`src/rtl/irq_agg_pkg.sv`:
```
package irq_agg_pkg;
    localparam int KBD_BIT = 0;
    localparam int SRX_BIT = 1;
    localparam int STX_BIT = 2;
    localparam int UTX_BIT = 12;
    localparam int URX_BIT = 13;
    localparam int WORD_W  = 32;

    localparam logic [WORD_W-1:0] IMPL_BITS =
        (WORD_W'(1) << KBD_BIT) | (WORD_W'(1) << SRX_BIT) |
        (WORD_W'(1) << STX_BIT) | (WORD_W'(1) << UTX_BIT) |
        (WORD_W'(1) << URX_BIT);

    typedef struct packed {
        logic [WORD_W-1:0] mask;
    } agg_regs_t;
endpackage

```
`src/rtl/irq_kbd_latch.sv`:
```
module irq_kbd_latch #(
    parameter int KEY_W   = 8,
    parameter int SHORT_W = 6
) (
    input  logic             clk,
    input  logic             rst_n,
    input  logic [KEY_W-1:0] key_in,
    input  logic             key_short,
    input  logic             ack,
    output logic             pend
);
    typedef struct packed {
        logic pend;
    } kbd_st_t;

    kbd_st_t st_d, st_q;
    logic    hit;

    generate
        if (SHORT_W < KEY_W) begin : g_sel
            assign hit = key_short ? (|key_in[SHORT_W-1:0]) : (|key_in);
        end else begin : g_full
            logic unused_short;
            assign unused_short = key_short;
            assign hit = |key_in;
        end
    endgenerate

    always_comb begin
        st_d = st_q;
        if (ack) st_d.pend = 1'b0;
        if (hit) st_d.pend = 1'b1;   // a new press outranks the acknowledge
    end

    always_ff @(posedge clk) begin
        if (!rst_n) st_q <= '0;
        else        st_q <= st_d;
    end

    assign pend = st_q.pend;
endmodule

```
`src/rtl/irq_ssi_flags.sv`:
```
module irq_ssi_flags #(
    parameter int DEPTH = 16,
    parameter int THR   = 8
) (
    input  logic                         clk,
    input  logic                         rst_n,
    input  logic [$clog2(DEPTH+1)-1:0]   rx_level,
    input  logic                         rx_en,
    input  logic [$clog2(DEPTH+1)-1:0]   tx_level,
    input  logic                         tx_en,
    input  logic                         tick,
    output logic                         rx_flag,
    output logic                         tx_flag
);
    localparam int LVL_W = $clog2(DEPTH+1);
    localparam logic [LVL_W-1:0] THR_L = LVL_W'(THR);

    typedef struct packed {
        logic rx_off;
        logic tx_off;
        logic rx_flag;
        logic tx_flag;
    } ssi_st_t;

    ssi_st_t st_d, st_q;

    always_comb begin
        st_d = st_q;
        if (tick) begin
            st_d.rx_off = ~rx_en;
            st_d.tx_off = ~tx_en;
        end
        if (st_q.rx_off)              st_d.rx_flag = 1'b0;
        else if (rx_level >= THR_L)   st_d.rx_flag = 1'b1;
        else if (rx_level == '0)      st_d.rx_flag = 1'b0;
        st_d.tx_flag = ~st_q.tx_off & (tx_level < THR_L);
    end

    always_ff @(posedge clk) begin
        if (!rst_n) st_q <= '{rx_off: 1'b1, tx_off: 1'b1, rx_flag: 1'b0, tx_flag: 1'b0};
        else        st_q <= st_d;
    end

    assign rx_flag = st_q.rx_flag;
    assign tx_flag = st_q.tx_flag;
endmodule

```
`src/rtl/irq_uart_flags.sv`:
```
module irq_uart_flags #(
    parameter int DEPTH = 16
) (
    input  logic                         clk,
    input  logic                         rst_n,
    input  logic                         fifo_en,
    input  logic [$clog2(DEPTH+1)-1:0]   tx_level,
    input  logic                         thr_empty,
    input  logic                         rx_req,
    output logic                         tx_flag,
    output logic                         rx_flag
);
    localparam int LVL_W = $clog2(DEPTH+1);
    localparam logic [LVL_W-1:0] HALF_L = LVL_W'(DEPTH / 2);

    typedef struct packed {
        logic tx_flag;
        logic rx_flag;
    } uart_st_t;

    uart_st_t st_d, st_q;

    always_comb begin
        st_d         = st_q;
        st_d.tx_flag = fifo_en ? (tx_level < HALF_L) : thr_empty;
        st_d.rx_flag = rx_req;
    end

    always_ff @(posedge clk) begin
        if (!rst_n) st_q <= '0;
        else        st_q <= st_d;
    end

    assign tx_flag = st_q.tx_flag;
    assign rx_flag = st_q.rx_flag;
endmodule

```
`src/rtl/irq_status_agg.sv`:
```
module irq_status_agg
    import irq_agg_pkg::*;
#(
    parameter int ADDR_W       = 4,
    parameter int STATUS_ADDR  = 0,
    parameter int MASK_ADDR    = 1,
    parameter int KEY_EOI_ADDR = 2,
    parameter int KEY_W        = 8,
    parameter int SHORT_W      = 6,
    parameter int SS_DEPTH     = 16,
    parameter int SS_THR       = 8,
    parameter int UART_DEPTH   = 16
) (
    input  logic                             clk,
    input  logic                             rst_n,
    input  logic [KEY_W-1:0]                 key_in,
    input  logic                             key_short,
    input  logic [$clog2(SS_DEPTH+1)-1:0]    ss_rx_level,
    input  logic                             ss_rx_en,
    input  logic [$clog2(SS_DEPTH+1)-1:0]    ss_tx_level,
    input  logic                             ss_tx_en,
    input  logic                             ss_tick,
    input  logic                             uart_fifo_en,
    input  logic [$clog2(UART_DEPTH+1)-1:0]  uart_tx_level,
    input  logic                             uart_thr_empty,
    input  logic                             uart_rx_req,
    input  logic [ADDR_W-1:0]                bus_addr,
    input  logic                             bus_wr,
    input  logic [WORD_W-1:0]                bus_wdata,
    output logic [WORD_W-1:0]                bus_rdata,
    output logic                             irq_out
);
    localparam logic [ADDR_W-1:0] A_STAT = ADDR_W'(STATUS_ADDR);
    localparam logic [ADDR_W-1:0] A_MASK = ADDR_W'(MASK_ADDR);
    localparam logic [ADDR_W-1:0] A_EOI  = ADDR_W'(KEY_EOI_ADDR);

    agg_regs_t         regs_d, regs_q;
    logic [WORD_W-1:0] stat_vec;
    logic              kbd_ack;
    logic              kbd_pend, srx_flag, stx_flag, utx_flag, urx_flag;

    assign kbd_ack = bus_wr && (bus_addr == A_EOI);

    irq_kbd_latch #(.KEY_W(KEY_W), .SHORT_W(SHORT_W)) u_kbd (
        .clk       (clk),
        .rst_n     (rst_n),
        .key_in    (key_in),
        .key_short (key_short),
        .ack       (kbd_ack),
        .pend      (kbd_pend)
    );

    irq_ssi_flags #(.DEPTH(SS_DEPTH), .THR(SS_THR)) u_ssi (
        .clk      (clk),
        .rst_n    (rst_n),
        .rx_level (ss_rx_level),
        .rx_en    (ss_rx_en),
        .tx_level (ss_tx_level),
        .tx_en    (ss_tx_en),
        .tick     (ss_tick),
        .rx_flag  (srx_flag),
        .tx_flag  (stx_flag)
    );

    irq_uart_flags #(.DEPTH(UART_DEPTH)) u_uart (
        .clk       (clk),
        .rst_n     (rst_n),
        .fifo_en   (uart_fifo_en),
        .tx_level  (uart_tx_level),
        .thr_empty (uart_thr_empty),
        .rx_req    (uart_rx_req),
        .tx_flag   (utx_flag),
        .rx_flag   (urx_flag)
    );

    always_comb begin
        stat_vec          = '0;
        stat_vec[KBD_BIT] = kbd_pend;
        stat_vec[SRX_BIT] = srx_flag;
        stat_vec[STX_BIT] = stx_flag;
        stat_vec[UTX_BIT] = utx_flag;
        stat_vec[URX_BIT] = urx_flag;
    end

    always_comb begin
        regs_d = regs_q;
        if (bus_wr && (bus_addr == A_MASK)) regs_d.mask = bus_wdata & IMPL_BITS;
    end

    always_ff @(posedge clk) begin
        if (!rst_n) regs_q <= '0;
        else        regs_q <= regs_d;
    end

    always_comb begin
        if (bus_addr == A_STAT)      bus_rdata = stat_vec;
        else if (bus_addr == A_MASK) bus_rdata = regs_q.mask;
        else                         bus_rdata = '0;
    end

    assign irq_out = |(stat_vec & regs_q.mask);
endmodule

```
`config.mk`:
```
export PLATFORM = sky130hd
export DESIGN_NAME = irq_status_agg
export DESIGN_NICKNAME = d
export VERILOG_FILES = /design/src/rtl/irq_agg_pkg.sv /design/src/rtl/irq_kbd_latch.sv /design/src/rtl/irq_ssi_flags.sv /design/src/rtl/irq_uart_flags.sv /design/src/rtl/irq_status_agg.sv
export SDC_FILE = /design/constraint.sdc
export NUM_CORES = 1
export LEC_CHECK = 0
export ABC_AREA = 1
export BUFFER_PORTS_ARGS = -buffer_cell sky130_fd_sc_hd__buf_2
export CAP_MARGIN = 20
export CORE_MARGIN = 1.5
export CORE_UTILIZATION = 34
export DETAILED_ROUTE_END_ITERATION = 12
export GPL_ROUTABILITY_DRIVEN = 0
export PLACE_DENSITY = 0.82
export RECOVER_POWER = 100
export SLEW_MARGIN = 20
export SYNTH_ARGS = -nofsm -noshare
export SYNTH_HDL_FRONTEND = slang
export SYNTH_SLANG_ARGS = --single-unit
export TNS_END_PERCENT = 1
```
`constraint.sdc`:
```
create_clock -name clk -period 1.3 [get_ports clk]
set_input_delay 0.13 -clock clk [delete_from_list [all_inputs] [get_ports clk]]
set_output_delay 0.13 -clock clk [all_outputs]
set_load 0.02 [all_outputs]
```
==> metrics.md <==
| Metric | Value |
|---|---|
| Run status | `completed` |
| Prevailing post-synth register cell | `sky130_fd_sc_hd__dfxtp_1` |
| Routed met3 length | `136 um` |
| Fraction of the yosys area taken by sequential cells | `29.5%` |
| Clock latency on the worst-skew pair | `0.27 ns` |
| Fin area | `947 um^2` |
| Number of antenna cells inserted | `0` |
| I/O pin count | `102` |
| Depth of the worst hold-timing path | `2` |
| Series of cell instances along the critical path | `nand2_1, nand2_1, a21oi_1, nand3_1, clkbuf_2` |
| Number of port buffers | `41` |
| Number of synthesized register bits | `12` |
| First-pass GRT wire length | `2510 um` |
| Max cap viols | `0` |
| Most common cell on crit path | `sky130_fd_sc_hd__nand2_1` |
| TritonCTS clock tree | `done` |
| Residual DRC | `0` |
| Reg2reg start | `u_ssi.st_q[3]` |
| Setup slack on the worst flop-to-flop path | `0.61 ns` |
| Post-synth cell types | `17` |
| Placed inst area | `945 um^2` |
| Slowest stage cell on the critical path | `sky130_fd_sc_hd__dfxtp_1` |
| Async set-or-reset flop fraction in the synthesized netlist | `0%` |
| Number of max-slew violations in the final report | `0` |
| Hold-fix buffers at CTS | `0` |
| Number of vias after detailed routing | `762` |
| Part of the cycle the worst path needs | `93.8%` |
| Critical Path Source Type | `flip-flop` |
| Post-Route Skew | `0.00412 ns` |
| Crit path arrival time | `1.09 ns` |
| Number of global-route vias before repair | `665` |
| H-tree levels | `1` |
| Power per cell area | `838 mW/mm^2` |
| Share of cells above drive strength 1 | `27.2%` |
| CP peak stage delay | `0.32 ns` |
| CTS Sinks | `12` |
| Core outline area | `0.00223 mm^2` |
| Floorplan die area | `0.00269 mm^2` |
| # nets final | `233` |
| Final routed wirelength across all metal layers | `1530 um` |
| Worst Hold Endpoint | `u_ssi.tx_flag` |
| Setup repair after global routing missed its margin | `no` |
| Number of enable flip-flop cells after synthesis | `0` |
| Synthesized area per cell | `6.83 um^2` |
| First-pass iteration count of the detailed router | `4` |
| Die Span Y | `51.9 um` |
| Area delta synth->final | `16.5%` |
| Path depth of the worst reg2reg path | `2` |
| Yosys warning total | `0` |
| Final ANT Viol Nets | `0` |
| Clk slew on worst S/H paths | `0.07 ns` |
| Detailed router's first-iteration violation count | `5` |
| Leakage power | `0.552 nW` |
| Critical setup path kind | `reg -> out` |
| Buffers & Inverters on Critical Path | `1` |
| Number of buffers created by CTS | `3` |
| Max VDD drop | `433 uV` |
| Data required time of the critical path | `1.17 ns` |
| Post-Synthesis Cells | `119` |
| Crit-path max FO | `2` |
| Number of gates resized after CTS | `0` |
| Post-Route M1 WL | `620 um` |
| PnR Total Power | `0.000793 W` |
| Initial Utilization | `36.4%` |
| Largest net degree at the start of global routing | `11` |
| Global-route usage over all layers | `12.3%` |
| Startpoint of the worst hold path | `ss_tx_level[3]` |
| CTS Root Buffer Type | `sky130_fd_sc_hd__clkbuf_4` |
| Highest attainable clock frequency | `820 MHz` |
| Instance count after placement with tap cells included | `187` |
| Final setup violation count | `0` |
| Worst min-delay path category | `in -> reg` |
| Horizontal die dimension | `51.9 um` |
| Syn Std Cell Area | `813 um^2` |
| Final HPWL from detailed placement | `1290 um` |
| Count of buffers added by post-CTS timing repair for setup | `0` |
| Top metal layer carrying routed signals | `met4` |
| Summed negative setup slack over all endpoints | `0 ns` |
| Worst flop-to-flop path endpoint | `u_ssi.rx_flag` |
| Post-route insts no fill | `190` |
| Fin crit period | `1.22 ns` |
| Standard-cell rows | `17` |
| Hold violation count in the final report | `0` |
| Total length of routed met2 wires | `741 um` |
| Average wire length per cell after detail routing | `8.07 um` |
| Total congestion overflow after global routing | `0` |
| Max Buffers Root-to-Sink | `2` |
| Capturing element type of the critical path | `primary output` |
| Detail-routed via count per cell | `4.01` |
| Initial antenna violation count | `0` |
| Cell family with the largest share of critical-path delay | `flip-flops` |
logic make-up after synthesis:
group                  synth area share (%)
other                                 0.461
buffers and inverters                  31.8
AO/OA/AOI/OAI                          9.85
flip-flops                             29.5
AND/OR/NAND/NOR                        28.3
layer usage:
metal / track usage (%) / up-vias
li1: - / 403
met1: 13.9 / 317
met2: 21.3 / 37
met3: 2.87 / 5
met4: 6.58 / 0
met5: 0 / -
power breakdown:
group	internal, W	switching, W
sequential	0.000383	0.00000787
clock	0.000107	0.000117
combinational	0.0000562	0.000122
cell usage in the layout (no fill, tap or decap):
cell,n
sky130_fd_sc_hd__nor2_4,1
sky130_fd_sc_hd__nor2_1,18
sky130_fd_sc_hd__inv_2,1
sky130_fd_sc_hd__buf_2,33
sky130_fd_sc_hd__clkbuf_1,4
sky130_fd_sc_hd__o211a_1,1
sky130_fd_sc_hd__a21oi_1,5
sky130_fd_sc_hd__o21ai_0,9
sky130_fd_sc_hd__conb_1,27
sky130_fd_sc_hd__nor4_1,1
sky130_fd_sc_hd__inv_1,11
sky130_fd_sc_hd__clkbuf_2,5
sky130_fd_sc_hd__dfxtp_1,12
sky130_fd_sc_hd__nor2_2,1
sky130_fd_sc_hd__or2_0,1
sky130_fd_sc_hd__clkbuf_4,3
sky130_fd_sc_hd__nand2_1,20
sky130_fd_sc_hd__nand3_1,9
registers in the layout (all words and copies together), names as in the netlist:
register	count
regs_q	5
u_ssi.st_q	2
u_kbd.pend	1
u_ssi.rx_flag	1
u_ssi.tx_flag	1
u_uart.rx_flag	1
u_uart.tx_flag	1
cell usage after synthesis, types with 5 or more instances:
cell type | count | area share [%]
sky130_fd_sc_hd__o21ai_0 | 9 | 5.5
sky130_fd_sc_hd__nand2_1 | 20 | 9.2
sky130_fd_sc_hd__nand3_1 | 8 | 4.9
sky130_fd_sc_hd__dfxtp_1 | 12 | 30
sky130_fd_sc_hd__a21oi_1 | 5 | 3.1
sky130_fd_sc_hd__buf_4 | 27 | 25
sky130_fd_sc_hd__nor2_1 | 18 | 8.3
sky130_fd_sc_hd__inv_1 | 11 | 5.1
worst reg2reg max path, cell delays in order, from the launching register on:
cell	delay (ns)
sky130_fd_sc_hd__dfxtp_1	0.31
sky130_fd_sc_hd__or2_0	0.22
sky130_fd_sc_hd__a21oi_1	0.11
worst max-delay path by stage:
stage | end | cells after the start | startpoint
2_1_floorplan | bus_rdata[0] | 3 | bus_addr[3]
3_3_place_gp | bus_rdata[12] | 5 | bus_addr[1]
3_5_place_dp | bus_rdata[1] | 6 | bus_addr[0]
4_1_cts | irq_out | 5 | u_uart.tx_flag
5_1_grt | irq_out | 5 | u_uart.tx_flag
6_report | irq_out | 5 | u_uart.tx_flag
per-stage QoR:
step,utilization [%],setup WS [ns],hold WS [ns]
after detailed placement,42.3,0.205,0.295
after floorplan,-,0.254,0.202
after global routing,42.4,0.0358,0.0187
final,42.4,0.0809,0.00394
after CTS,43.3,0.0790,0.00599
after global placement,42.3,0.249,0.289
layout make-up:
class / count / area (um^2)
repair buffers: 42 / 205
flip-flops and latches: 12 / 240
inverters: 12 / 45.0
clock buffers: 3 / 22.5
multi-input cells: 93 / 399
fillers: 259 / 1290
well taps: 28 / 35.0
Note: power is estimated with default switching activity, not from simulation.
